==> config.mk <==
export PLATFORM = sky130hd
export DESIGN_NAME = adc_scan_seq
export DESIGN_NICKNAME = d
export VERILOG_FILES = /design/src/rtl/adc_seq_pkg.sv /design/src/rtl/cmd_decode.sv /design/src/rtl/chan_pick.sv /design/src/rtl/result_fifo.sv /design/src/rtl/adc_scan_seq.sv
export SDC_FILE = /design/constraint.sdc
export NUM_CORES = 1
export LEC_CHECK = 0
export BUFFER_PORTS_ARGS = -buffer_cell sky130_fd_sc_hd__buf_2
export CAP_MARGIN = 20
export CORE_MARGIN = 4
export CORE_UTILIZATION = 44
export DETAILED_ROUTE_END_ITERATION = 8
export PLACE_DENSITY_LB_ADDON = 0.05
export SLEW_MARGIN = 20
export SYNTH_ARGS = -nofsm -noshare
export SYNTH_HDL_FRONTEND = slang
export SYNTH_SLANG_ARGS = --single-unit
==> constraint.sdc <==
create_clock -name clk -period 3.77 [get_ports clk]
set_clock_uncertainty 0.1 [all_clocks]
set_input_delay 0.377 -clock clk [delete_from_list [all_inputs] [get_ports clk]]
set_output_delay 0.377 -clock clk [all_outputs]
set_load 0.01 [all_outputs]
==> src/rtl/adc_seq_pkg.sv <==
// Package: shared types and codes for the scan sequencer.
// Assumes: 16-bit command words; scan codes are fixed by the command format.
package adc_seq_pkg;

    typedef enum logic [1:0] {
        ST_IDLE  = 2'd0,
        ST_ISSUE = 2'd1,
        ST_WAIT  = 2'd2
    } seq_state_t;

    localparam logic [3:0] SCAN_MANUAL = 4'b0001;
    localparam logic [3:0] SCAN_ASCEND = 4'b0011;
    localparam logic [3:0] SCAN_MASKED = 4'b0111;
    localparam logic [3:0] SCAN_AVERAGE = 4'b1001;

    localparam logic [1:0] RST_NONE  = 2'b00;
    localparam logic [1:0] RST_QUEUE = 2'b01;
    localparam logic [1:0] RST_ALL   = 2'b10;

    localparam logic [4:0] ID_SETUP   = 5'b10000;
    localparam logic [4:0] ID_MASK_LO = 5'b10100;
    localparam logic [4:0] ID_MASK_HI = 5'b10101;

endpackage

==> src/rtl/cmd_decode.sv <==
// Module: cmd_decode
// Splits a 16-bit command word into write strobes and fields.
// Assumes: the word is valid only while cmd_valid is high. Identifiers that
// are not listed, the reserved all-ones one included, raise no strobe.
module cmd_decode (
    input  logic        cmd_valid,
    input  logic [15:0] cmd_word,
    output logic        mode_wr,
    output logic        setup_wr,
    output logic        mask_lo_wr,
    output logic        mask_hi_wr,
    output logic [3:0]  scan_code,
    output logic [3:0]  chan_sel,
    output logic [1:0]  rst_field,
    output logic [7:0]  payload
);
    import adc_seq_pkg::*;

    logic [4:0] reg_id;

    // Field extraction and identifier match.
    always_comb begin
        reg_id     = cmd_word[15:11];
        mode_wr    = cmd_valid && !cmd_word[15];
        setup_wr   = cmd_valid && (reg_id == ID_SETUP);
        mask_lo_wr = cmd_valid && (reg_id == ID_MASK_LO);
        mask_hi_wr = cmd_valid && (reg_id == ID_MASK_HI);
        scan_code  = cmd_word[14:11];
        chan_sel   = cmd_word[10:7];
        rst_field  = cmd_word[6:5];
        payload    = cmd_word[7:0];
    end

endmodule

==> src/rtl/chan_pick.sv <==
// Module: chan_pick
// Finds the lowest set bit of a channel vector at or above a start index.
// Assumes: from may reach NUM_CH, which means no channel is left.
module chan_pick #(
    parameter int NUM_CH = 16,
    localparam int CH_W = $clog2(NUM_CH)
) (
    input  logic [NUM_CH-1:0] vec,
    input  logic [CH_W:0]     from,
    output logic              found,
    output logic [CH_W-1:0]   idx
);
    // Priority search from the top so that the lowest match wins.
    always_comb begin
        found = 1'b0;
        idx   = '0;
        for (int i = NUM_CH - 1; i >= 0; i--) begin
            if (vec[i] && ((CH_W + 1)'(i) >= from)) begin
                found = 1'b1;
                idx   = CH_W'(i);
            end
        end
    end

endmodule

==> src/rtl/result_fifo.sv <==
// Module: result_fifo
// First-word-fall-through result queue with a sticky overflow flag.
// Assumes: DEPTH is a power of two. clear takes priority over push and pop.
// A push when full is taken only if a pop happens in the same cycle.
module result_fifo #(
    parameter int WIDTH = 16,
    parameter int DEPTH = 16,
    localparam int PTR_W = $clog2(DEPTH),
    localparam int CNT_W = $clog2(DEPTH + 1)
) (
    input  logic             clk,
    input  logic             rst_n,
    input  logic             clear,
    input  logic             push,
    input  logic [WIDTH-1:0] push_data,
    input  logic             pop,
    output logic [WIDTH-1:0] rd_data,
    output logic             empty,
    output logic [CNT_W-1:0] count,
    output logic             overflow
);
    logic [WIDTH-1:0] mem_q [DEPTH];
    logic [PTR_W-1:0] wr_ptr_q, rd_ptr_q;
    logic [CNT_W-1:0] count_q;
    logic             ovf_q;
    logic             pop_ok, push_ok, is_full;

    // Accept conditions for read and write.
    always_comb begin
        is_full = (count_q == CNT_W'(DEPTH));
        pop_ok  = pop && (count_q != '0);
        push_ok = push && (!is_full || pop_ok);
    end

    // Pointer, count and overflow update.
    always_ff @(posedge clk) begin
        if (!rst_n || clear) begin
            wr_ptr_q <= '0;
            rd_ptr_q <= '0;
            count_q  <= '0;
            ovf_q    <= 1'b0;
        end else begin
            if (push_ok) wr_ptr_q <= wr_ptr_q + 1'b1;
            if (pop_ok)  rd_ptr_q <= rd_ptr_q + 1'b1;
            if (push_ok && !pop_ok)      count_q <= count_q + 1'b1;
            else if (pop_ok && !push_ok) count_q <= count_q - 1'b1;
            if (push && !push_ok) ovf_q <= 1'b1;
        end
    end

    // Storage write; contents need no reset.
    always_ff @(posedge clk) begin
        if (push_ok && rst_n && !clear) mem_q[wr_ptr_q] <= push_data;
    end

    assign rd_data  = mem_q[rd_ptr_q];
    assign empty    = (count_q == '0);
    assign count    = count_q;
    assign overflow = ovf_q;

    // the count never exceeds the depth.
    always_comb begin
        if (rst_n) assert_count_bound_R7: assert (count_q <= CNT_W'(DEPTH));
    end

    // a push into a full queue without a pop keeps it full and flags overflow.
    assert_full_drop_R7: assert property (@(posedge clk) disable iff (!rst_n)
        (is_full && push && !pop && !clear) |=> (count_q == CNT_W'(DEPTH) && ovf_q));

    // a clear leaves the queue empty with the flag low.
    assert_clear_empties_R8: assert property (@(posedge clk) disable iff (!rst_n)
        clear |=> (count_q == '0 && !ovf_q));

endmodule

==> src/rtl/adc_scan_seq.sv <==
// Module: adc_scan_seq (top)
// Decodes commands, runs manual, ascending, masked and averaged passes over
// the channels, issues one conversion at a time and queues tagged results.
// Assumes: the converter answers each conv_start with one conv_done. A
// conv_done seen while idle is ignored.
module adc_scan_seq #(
    parameter int NUM_CH     = 16,
    parameter int DATA_W     = 12,
    parameter int FIFO_DEPTH = 16,
    parameter int AVG_SEL_W  = 2,
    localparam int CH_W      = $clog2(NUM_CH),
    localparam int ENTRY_W   = CH_W + DATA_W,
    localparam int MAX_AVG   = 4 << ((1 << AVG_SEL_W) - 1),
    localparam int ACC_W     = DATA_W + $clog2(MAX_AVG),
    localparam int SMP_W     = $clog2(MAX_AVG) + 1,
    localparam int CNT_W     = $clog2(FIFO_DEPTH + 1)
) (
    input  logic               clk,
    input  logic               rst_n,
    input  logic               cmd_valid,
    input  logic [15:0]        cmd_word,
    output logic               conv_start,
    output logic [CH_W-1:0]    conv_chan,
    input  logic               conv_done,
    input  logic [DATA_W-1:0]  conv_data,
    input  logic               rd_en,
    output logic [ENTRY_W-1:0] rd_data,
    output logic               fifo_empty,
    output logic [CNT_W-1:0]   fifo_count,
    output logic               fifo_overflow
);
    import adc_seq_pkg::*;

    logic                 mode_wr, setup_wr, mask_lo_wr, mask_hi_wr;
    logic [3:0]           scan_code, chan_sel;
    logic [1:0]           rst_field;
    logic [7:0]           payload;

    seq_state_t           state_q;
    logic [NUM_CH-1:0]    mask_q, scan_vec_q, start_vec;
    logic [AVG_SEL_W-1:0] avg_sel_q, run_sel_q;
    logic                 ext_clk_q, avg_en_q;
    logic [CH_W-1:0]      cur_ch_q;
    logic [SMP_W-1:0]     samp_q, n_target;
    logic [ACC_W-1:0]     acc_q, sum;
    logic [SMP_W-1:0]     shift_amt;
    logic                 first_found, nxt_found, last_samp, push, do_wipe, q_clear;
    logic [CH_W-1:0]      first_idx, nxt_idx;
    logic [DATA_W-1:0]    mean;

    cmd_decode u_dec (
        .cmd_valid (cmd_valid),
        .cmd_word  (cmd_word),
        .mode_wr   (mode_wr),
        .setup_wr  (setup_wr),
        .mask_lo_wr(mask_lo_wr),
        .mask_hi_wr(mask_hi_wr),
        .scan_code (scan_code),
        .chan_sel  (chan_sel),
        .rst_field (rst_field),
        .payload   (payload)
    );

    // Channel set that a mode write would run, from the new word and the mask.
    always_comb begin
        start_vec = '0;
        case (scan_code)
            SCAN_MANUAL: start_vec[chan_sel] = 1'b1;
            SCAN_ASCEND, SCAN_AVERAGE: begin
                for (int i = 0; i < NUM_CH; i++) start_vec[i] = (CH_W'(i) <= chan_sel);
            end
            SCAN_MASKED: start_vec = mask_q;
            default:     start_vec = '0;
        endcase
    end

    chan_pick #(.NUM_CH(NUM_CH)) u_pick_first (
        .vec  (start_vec),
        .from ('0),
        .found(first_found),
        .idx  (first_idx)
    );

    chan_pick #(.NUM_CH(NUM_CH)) u_pick_next (
        .vec  (scan_vec_q),
        .from ({1'b0, cur_ch_q} + 1'b1),
        .found(nxt_found),
        .idx  (nxt_idx)
    );

    // Sample target, running sum and the mean written on the last sample.
    always_comb begin
        n_target  = avg_en_q ? (SMP_W'(4) << run_sel_q) : SMP_W'(1);
        shift_amt = avg_en_q ? (SMP_W'(2) + SMP_W'(run_sel_q)) : '0;
        last_samp = (samp_q == n_target - 1'b1);
        sum       = acc_q + ACC_W'(conv_data);
        mean      = DATA_W'(sum >> shift_amt);
        push      = (state_q == ST_WAIT) && conv_done && last_samp;
        do_wipe   = mode_wr && (rst_field == RST_ALL);
        q_clear   = mode_wr && ((rst_field == RST_QUEUE) || (rst_field == RST_ALL));
    end

    // Configuration registers: mask and averaging setup.
    always_ff @(posedge clk) begin
        if (!rst_n || do_wipe) begin
            mask_q    <= '0;
            avg_sel_q <= '0;
            ext_clk_q <= 1'b0;
        end else begin
            if (mask_lo_wr) mask_q[7:0]  <= payload;
            if (mask_hi_wr) mask_q[15:8] <= payload;
            if (setup_wr) begin
                avg_sel_q <= payload[AVG_SEL_W-1:0];
                ext_clk_q <= payload[AVG_SEL_W];
            end
        end
    end

    // Pass control: start, request, wait, accumulate and advance.
    always_ff @(posedge clk) begin
        if (!rst_n || do_wipe) begin
            state_q    <= ST_IDLE;
            scan_vec_q <= '0;
            cur_ch_q   <= '0;
            avg_en_q   <= 1'b0;
            run_sel_q  <= '0;
            samp_q     <= '0;
            acc_q      <= '0;
        end else begin
            case (state_q)
                ST_IDLE: begin
                    if (mode_wr && first_found) begin
                        scan_vec_q <= start_vec;
                        cur_ch_q   <= first_idx;
                        avg_en_q   <= (scan_code == SCAN_AVERAGE) && !ext_clk_q;
                        run_sel_q  <= avg_sel_q;
                        samp_q     <= '0;
                        acc_q      <= '0;
                        state_q    <= ST_ISSUE;
                    end
                end
                ST_ISSUE: state_q <= ST_WAIT;
                ST_WAIT: begin
                    if (conv_done) begin
                        if (last_samp) begin
                            samp_q <= '0;
                            acc_q  <= '0;
                            if (nxt_found) begin
                                cur_ch_q <= nxt_idx;
                                state_q  <= ST_ISSUE;
                            end else begin
                                state_q <= ST_IDLE;
                            end
                        end else begin
                            samp_q  <= samp_q + 1'b1;
                            acc_q   <= sum;
                            state_q <= ST_ISSUE;
                        end
                    end
                end
                default: state_q <= ST_IDLE;
            endcase
        end
    end

    assign conv_start = (state_q == ST_ISSUE);
    assign conv_chan  = cur_ch_q;

    result_fifo #(.WIDTH(ENTRY_W), .DEPTH(FIFO_DEPTH)) u_fifo (
        .clk      (clk),
        .rst_n    (rst_n),
        .clear    (q_clear),
        .push     (push),
        .push_data({cur_ch_q, mean}),
        .pop      (rd_en),
        .rd_data  (rd_data),
        .empty    (fifo_empty),
        .count    (fifo_count),
        .overflow (fifo_overflow)
    );

    // a request is never followed directly by another request.
    assert_one_outstanding_R6: assert property (@(posedge clk) disable iff (!rst_n)
        conv_start |=> !conv_start);

    // every requested channel belongs to the set latched for the pass.
    assert_chan_in_set_R3: assert property (@(posedge clk) disable iff (!rst_n)
        conv_start |-> scan_vec_q[conv_chan]);

    // the sample counter stays below the target while waiting.
    assert_avg_count_R4: assert property (@(posedge clk) disable iff (!rst_n)
        (state_q == ST_WAIT) |-> (samp_q < n_target));

    // a reserved identifier leaves the mask and the setup unchanged.
    assert_reserved_ignored_R10: assert property (@(posedge clk) disable iff (!rst_n)
        (cmd_valid && cmd_word[15:11] == 5'b11111) |=> ($stable(mask_q) && $stable(avg_sel_q) && $stable(ext_clk_q)));

    // a mode write during a pass without full reset keeps the pass running.
    assert_busy_keeps_pass_R12: assert property (@(posedge clk) disable iff (!rst_n)
        ((state_q != ST_IDLE) && mode_wr && rst_field != RST_ALL) |=> (state_q != ST_IDLE && $stable(scan_vec_q)));

endmodule

==> reports/results.tsv <==
metric	value	unit
status	completed	
slew_headroom	51.8	%
portBuffers	60	
vias	9744	
final_design_area_no_fill	18000	µm²
boundaryPins	61	
cts_tree	done	
post_cts_buffers	0	
path_max_fanout	5	
num_rows	69	
setup_violations	0	
clockBufferDepth	3	
place_area	16800	µm²
required	4120	ps
multi_input_area	6050	µm²
num-fill-cells	3128	
grt_use_total	19.4	%
period_needed	3510	ps
synth.avg_cell_area	13.6	µm²
synthArstFlopShare	0	%
worstSetupStartpointType	flop	
synthDistinctLibCells	81	
swShare	25.4	%
grt_first_pass_wirelength	58.8	mm
htree_num_levels	2	
setup_slack	256	ps
power.net_switching	2410	µW
antenna_found_initial	0	
core	35400	µm²
synth-seq-area-share	59.6	%
setup.worst_path.class	reg -> reg	
syn_area	15700	µm²
hold_class	in -> reg	
power_density	525	nW/µm²
power.internal	7070	µW
fin_tns_setup	0	ps
hpwl	24.1	mm
start_util	44.5	%
ctsHoldBuffers	0	
antenna_cells	0	
placedCellCount	1663	
fin_cells	1732	
yosysWarnings	0	
seqPwrFrac	44.7	%
worst_ep_arrival_time	3860	ps
drv_cap	0	
ys_seq_elements	341	
clock-root-buffer	clkbuf_16	
first_pass_iters	5	
clock_latency	520	ps
drive_above_1_share	25.0	%
irDropWorstVdd	0.333	mV
power_frac_comb	17.9	%
final.period_utilization	93.2	%
register_area	9390	µm²
grt_overflow	0	
final_common_cell	edfxtp_1	
synth_cells	1156	
drc	0	
endpoint_kind	flop	
hold_viol	0	
tightest_slew	721	ps
drt-initial-drc-count	635	
cts_made_buffers	38	
p_leak	0.00627	µW
area_delta_synth_final	14.6	%
cts_sinks	341	
final_max_slew_viol_count	0	
wl_per_cell	21.5	µm
p_clk_share	37.4	%
syn_nets	1218	
die-area	38900	µm²
grt_max_degree	68	
grt_pass1_vias	10100	
preCtsSetupSlack	218	ps
die_h	197	µm
postRouteAntennaNets	0	
grt_setup_unrepaired	false	
gp_congestion	0.813	
die_w	197	µm
final_cell_mix	256 x edfxtp_1, 109 x nor2_1, 83 x dfxtp_1	
synth-edff-count	256	
drt-total-wl	37.2	mm
fmax	0.285	GHz
cts_resized	0	
final_nets	1304	
clkTransAtPathRegs	60	ps
vias_per_cell	5.63	
synth-main-ff-cell	edfxtp_1	
[power groups by stage]
stage               sequential (µW)  clock, µW  combinational [µW]
floorplan                      4260          0                1290
global placement               4330          0                1700
detailed placement             4330          0                1720
CTS                            4250       3650                1720
global route                   4260       3820                1870
finish                         4240       3540                1690
[cell usage after synthesis (all sizes together), types with 6 or more instances]
cell type,n,share of area [%]
edfxtp,256,49
nor2,124,3.1
dfxtp,85,11
mux4,80,11
nand2,69,1.7
a21oi,68,2.2
clkbuf,40,0.96
o21ai,40,1.4
nor3,35,1.6
mux2i,29,1.8
ha,27,2.1
buf,26,0.91
nand3,25,0.79
inv,19,0.45
a31oi,17,0.72
a22oi,15,0.72
a211oi,14,0.89
xor2,14,0.78
nand2b,13,0.52
xnor2,12,0.67
nor2b,10,0.40
o21a,10,0.48
and3,8,0.32
mux2,8,0.57
or3,8,0.32
a21o,7,0.33
nand4,7,0.28
and2,6,0.25
or2,6,0.24
[worst paths after layout]
| kind | endpoint | slack, ps | start | cells past startpoint |
|---|---|---|---|---|
| setup / recovery | u_fifo.count[4] | 260 | u_fifo.count[0] | 11 |
| hold / removal | mask_q[11] | 30 | cmd_word[3] | 3 |
| setup reg to reg | u_fifo.count[4] | 260 | u_fifo.count[0] | 11 |
| hold reg to reg | mask_q[4] | 360 | mask_q[4] | 2 |
[worst max-delay path, stage by stage (launching register included)]
cell,delay [ps]
dfxtp_1,360
or4_1,580
nor3b_1,620
nor3_2,180
ha_1,280
inv_1,150
ha_1,290
a21o_1,190
a21oi_1,180
xnor2_1,90
or3_1,300
a21oi_1,140
[stage by stage]
step	hold WS, ps	total power [µW]	util (%)
6_report	33.2	9480	51.0
5_1_grt	32.1	9960	51.0
4_1_cts	13.8	9620	50.9
3_5_place_dp	357	6050	47.5
3_3_place_gp	352	6030	47.5
2_1_floorplan	332	5550	-
[sequential cells by signal (all words and copies together), names as in the netlist, named ones only]
register	cells
acc_q	17
avg_en_q	1
avg_sel_q	2
conv_chan	4
ext_clk_q	1
mask_q	16
run_sel_q	2
samp_q	6
scan_vec_q	16
state_q	2
u_fifo.count	5
u_fifo.mem_q	256
u_fifo.overflow	1
u_fifo.rd_ptr_q	4
u_fifo.wr_ptr_q	4
[routing by layer]
layer	vias to the layer above	share of wire [%]	track usage [%]
met5	-	0	0
met4	0	1.4	4.01
met3	43	3.7	3.05
met2	174	49	32.8
met1	4874	46	26.9
li1	4653	-	-
[cell type report]
type / count / share of cell area [%]
multi-input combinational: 729 / 33.6
clock inverter: 25 / 1.19
tap: 461 / 3.20
timing repair buffer: 112 / 4.04
inverter: 20 / 0.437
clock buffer: 44 / 5.51
sequential: 341 / 52.1
[kinds of logic after synthesis]
| logic type | share of synthesized area, % |
|---|---|
| adders and majority gates | 2.40 |
| xor gates and xnor gates | 1.45 |
| AOI/OAI and AO/OA | 9.39 |
| DFF | 59.6 |
| and+or+nand+nor | 10.9 |
| buffers and inverters | 2.34 |
| muxes | 13.9 |
No activity file was read; power rests on OpenSTA's default activity.
